## config.mk

```make
export PLATFORM = sky130hd
export DESIGN_NAME = qdr4_sram
export DESIGN_NICKNAME = d
export VERILOG_FILES = /design/src/rtl/qdr4_sram.sv
export SDC_FILE = /design/constraint.sdc
export NUM_CORES = 1
export LEC_CHECK = 0
export BUFFER_PORTS_ARGS = -buffer_cell sky130_fd_sc_hd__buf_4
export CAP_MARGIN = 20
export CORE_MARGIN = 2
export CORE_UTILIZATION = 40
export CTS_BUF_LIST = sky130_fd_sc_hd__clkbuf_8
export CTS_CLUSTER_DIAMETER = 60
export DETAILED_ROUTE_END_ITERATION = 6
export SLEW_MARGIN = 20
export SYNTH_ARGS = -nofsm -noshare
export SYNTH_HDL_FRONTEND = slang
export SYNTH_SLANG_ARGS = --single-unit
```

## constraint.sdc

```tcl
create_clock -name clk2x -period 7 [get_ports clk2x]
set_clock_uncertainty 0.15 [all_clocks]
set_input_delay 1.4 -clock clk2x [delete_from_list [all_inputs] [get_ports clk2x]]
set_output_delay 1.4 -clock clk2x [all_outputs]
set_load 0.01 [all_outputs]
```

## src/rtl/qdr4_sram.sv

```systemverilog
module qdr4_sram #(
  parameter int AW     = 6,
  parameter int RD_LAT = 3
) (
  input  logic          clk2x,
  input  logic          rst_n,
  input  logic          rd_n,
  input  logic          wr_n,
  input  logic [AW-1:0] addr,
  input  logic [17:0]   d,
  input  logic [1:0]    bw_n,
  output logic          kslot,
  output logic [17:0]   q,
  output logic          q_oe
);
  localparam int DEPTH = 1 << AW;
  localparam int RSW   = (RD_LAT > 2) ? RD_LAT : 2;

  logic [17:0]    mem [DEPTH];
  logic [17:0]    snap [4];
  logic [17:0]    obuf [4];
  logic           ph;
  logic [4:0]     wsh;
  logic [RSW-1:0] rsh;
  logic [AW-1:0]  wa_cur, wbase, wrow, wptr;
  logic [1:0]     wcol, oidx;
  logic [2:0]     oleft;
  logic           rd_go, wr_go, rd_start, wr_en;

  function automatic logic [AW-1:0] wrap(input logic [AW-1:0] b, input logic [1:0] o);
    return {b[AW-1:2], 2'(b[1:0] + o)};
  endfunction

  assign kslot    = ~ph;
  assign rd_go    = ~ph & ~rd_n & ~rsh[1];
  assign wr_go    = ~ph & ~wr_n & ~wsh[1];
  assign rd_start = rsh[RD_LAT-1];
  assign wr_en    = |wsh[4:1];
  assign wcol     = wsh[1] ? 2'd0 : wsh[2] ? 2'd1 : wsh[3] ? 2'd2 : 2'd3;
  assign wrow     = wsh[1] ? wa_cur : wbase;
  assign wptr     = wrap(wrow, wcol);

  always_ff @(posedge clk2x) begin
    if (!rst_n) begin
      ph     <= 1'b0;
      wsh    <= '0;
      rsh    <= '0;
      wa_cur <= '0;
      wbase  <= '0;
      q      <= '0;
      q_oe   <= 1'b0;
      oidx   <= '0;
      oleft  <= '0;
    end else begin
      ph  <= ~ph;
      wsh <= {wsh[3:0], wr_go};
      rsh <= {rsh[RSW-2:0], rd_go};
      if (wr_go)  wa_cur <= addr;
      if (wsh[1]) wbase  <= wa_cur;
      if (rd_start) begin
        q     <= snap[0];
        q_oe  <= 1'b1;
        oidx  <= 2'd1;
        oleft <= 3'd3;
      end else if (oleft != 3'd0) begin
        q     <= obuf[oidx];
        oidx  <= oidx + 2'd1;
        oleft <= oleft - 3'd1;
      end else begin
        q    <= '0;
        q_oe <= 1'b0;
      end
    end
  end

  always_ff @(posedge clk2x) begin
    if (rd_go)
      for (int i = 0; i < 4; i++) snap[i] <= mem[wrap(addr, 2'(i))];
    if (rd_start)
      for (int i = 0; i < 4; i++) obuf[i] <= snap[i];
    if (wr_en) begin
      if (!bw_n[0]) mem[wptr][8:0]  <= d[8:0];
      if (!bw_n[1]) mem[wptr][17:9] <= d[17:9];
    end
  end
endmodule

```

==> flow_summary.json <==
{
  "worstPathMaxFanout": 19,
  "peakVddDrop_mv": 0.183,
  "post-route-min-period_ns": 4.44,
  "synth-seq-cells": 1341,
  "setup_ws_ns": 2.56,
  "first_iter_violations": 5905,
  "synth-edff-count": 1296,
  "worst_pin_slew_ns": 1.20,
  "yosys-top-cells-area": "edfxtp_1 52%, mux4_2 34%, mux2i_1 4.0%",
  "dpl.hpwl_mm": 146,
  "die_w_um": 437,
  "cts_buffer_depth": 3,
  "synthArstFlopShare_pct": 0,
  "synth_top_area_share_pct": 51.9,
  "place_area_um2": 77700,
  "dp_cells": 6171,
  "vias": 44100,
  "cap_violations": 0,
  "synth_commonest_cells": "1296 x edfxtp_1, 1147 x mux4_2, 299 x mux2i_1, 179 x nor2_1, 161 x nand2_1",
  "via_per_inst": 6.72,
  "grt_max_degree": 95,
  "rows": 158,
  "cp_cell_sequence": "mux2_2 > ha_1 > xor2_1 > nand3_2 > nor2_2",
  "wire_per_inst_um": 34.3,
  "synth_top_cell_by_area": "edfxtp_1",
  "startpoint_type": "flip-flop",
  "place_congestion": 0.859,
  "synth_nets": 3900,
  "cp_slowest_cell": "nor2_2",
  "synth_flop_cell": "edfxtp_1",
  "firstDrtPassIters": 6,
  "area_growth_pct": 9.59,
  "max-slew-margin-rel_pct": 20.0,
  "syn_inst": 3867,
  "portBuffers": 49,
  "crit_type": "flip-flop to flip-flop",
  "critPathRequiredTime_ns": 7.41,
  "synth_seq_area_share_pct": 53.1,
  "utilization_pct": 44.2,
  "dp_slack_ns": 1.86,
  "power_mw": 18.4,
  "cts-root-buf": "clkbuf_8",
  "syn_area_per_cell_um2": 19.4,
  "cts_setup_buffers": 0,
  "ant_nets": 0,
  "track_usage_pct": 23.5,
  "p_leak_nw": 25.9,
  "num_io_pins": 50,
  "fin_cells": 6568,
  "hold_violations": 0,
  "syn_area_um2": 74900,
  "fin_setup_tns_ns": 0,
  "grt_overflow": 0,
  "critPathCaptureType": "flip-flop",
  "drt-total-wl_mm": 225,
  "rsz0062_at_grt": "false",
  "dieArea_um2": 191000,
  "clk_pin_slew_worst_paths_ns": 0.06,
  "pwr_density_cell_nw_per_um2": 224,
  "drv_slew": 0,
  "final_cell_area_um2": 82100,
  "cts_tree": "done",
  "status": "finished clean",
  "grt_pass1_vias": 43100,
  "grt_pass1_wl_mm": 322,
  "nets": 3940,
  "fp.coreArea_um2": 186000,
  "drive_gt1_share_pct": 43.2,
  "htreeDepth": 4,
  "chipHeight_um": 437,
  "arrival_ns": 4.85,
  "cts_buffers": 214,
  "period_share_pct": 63.4,
  "timing.hold.ws_ns": 0.249,
  "cts_hold_buf": 0,
  "ys_types": 56,
  "fillerInstances": 15900,
  "start_util_pct": 40.3,
  "finalSetupViolCount": 0,
  "cts.repair.resized": 0,
  "synth_warnings": 0,
  "cts.sinks": 1341,
  "yosysMostFrequentCell": "edfxtp_1",
  "antenna_found_initial": 12,
  "fmax_ghz": 0.225,
  "clock_latency_ns": 0.97,
  "hp-class": "flip-flop to flip-flop",
  "drc": 0,
  "cp_slowest_stage_delay_ns": 1.18
}
## kinds of logic (layout without fill, tap and decap cells)
group	Yosys count	after routing	synth area share [%]
adders and majority gates	3	3	0.0501
buffers and inverters	369	587	3.08
and+or+nand+nor	440	440	2.48
DFF	1341	1341	53.1
xor gates and xnor gates	6	6	0.0701
AOI/OAI and AO/OA	224	224	2.14
other	0	3	0
muxes	1484	1484	39.0
## power by group
part	switching (mW)	total (mW)	internal [mW]
registers	0.0498	8.96	8.91
logic	1.38	2.41	1.03
clock network	3.32	7.02	3.70
total	4.74	18.4	13.7
## layer usage
metal | vias up | wire length, µm | part of all wire (%) | track usage (%)
li1 | 17100 | - | - | -
met1 | 23800 | 89300 | 40 | 33.5
met2 | 2756 | 104000 | 46 | 35.3
met3 | 424 | 25400 | 11 | 6.15
met4 | 14 | 6910 | 3.1 | 7.55
met5 | - | 73 | 0.032 | 0
## final timing paths
check / slack, ns / start / cells after the start / endpoint
worst max-delay path: 2.56 / wsh[1] / 5 / mem[49][2]
worst min-delay path: 0.25 / snap[3][3] / 0 / obuf[3][3]
worst max register to register: 2.56 / wsh[1] / 5 / mem[49][2]
worst min register to register: 0.25 / snap[3][3] / 0 / obuf[3][3]
## state kept, by name, indices dropped and copies added (netlist names)
signal,flops
wbase,6
obuf,72
wsh,5
wa_cur,6
rsh,3
q,18
mem,1152
oleft,3
ph,1
snap,72
q_oe,1
oidx,2
## layout make-up
cell class                 instances  area (µm²)  area share, %
inverter                          13        71.3         0.0869
clock inverter                   171        1290           1.57
timing repair buffer             180        1670           2.03
clock buffer                     223        3070           3.74
antenna                            3        7.51        0.00914
multi-input combinational       2157       33100           40.3
tap                             2480        3100           3.78
sequential                      1341       39800           48.5
## layout by cell type (no fill, tap or decap), drive strengths merged, types with 3 or more instances in the layout
master	instances
a311o	5
dfxtp	45
diode	3
nand2b	3
nand3	25
mux4	1147
mux2	38
bufinv	20
nor3	9
a21oi	36
nand2	161
and2	25
buf	180
clkinv	99
a22o	11
nor2	179
and3	5
clkinvlp	7
a221oi	9
a221o	14
nor2b	30
mux2i	299
xor2	3
ha	3
xnor2	3
inv	58
clkbuf	223
a32oi	3
a22oi	50
o22ai	39
o211ai	10
a211oi	10
o221ai	5
o21a	4
o21ai	15
edfxtp	1296
## worst max-delay path, delay by kind of cell (launching register included)
kind / cells / cell delay [ns]
flops: 1 / 0.81
mux: 1 / 0.44
fa+ha+maj: 1 / 0.24
simple gates: 2 / 1.97
xor+xnor: 1 / 0.40
Power figures use the tool's default switching activity.
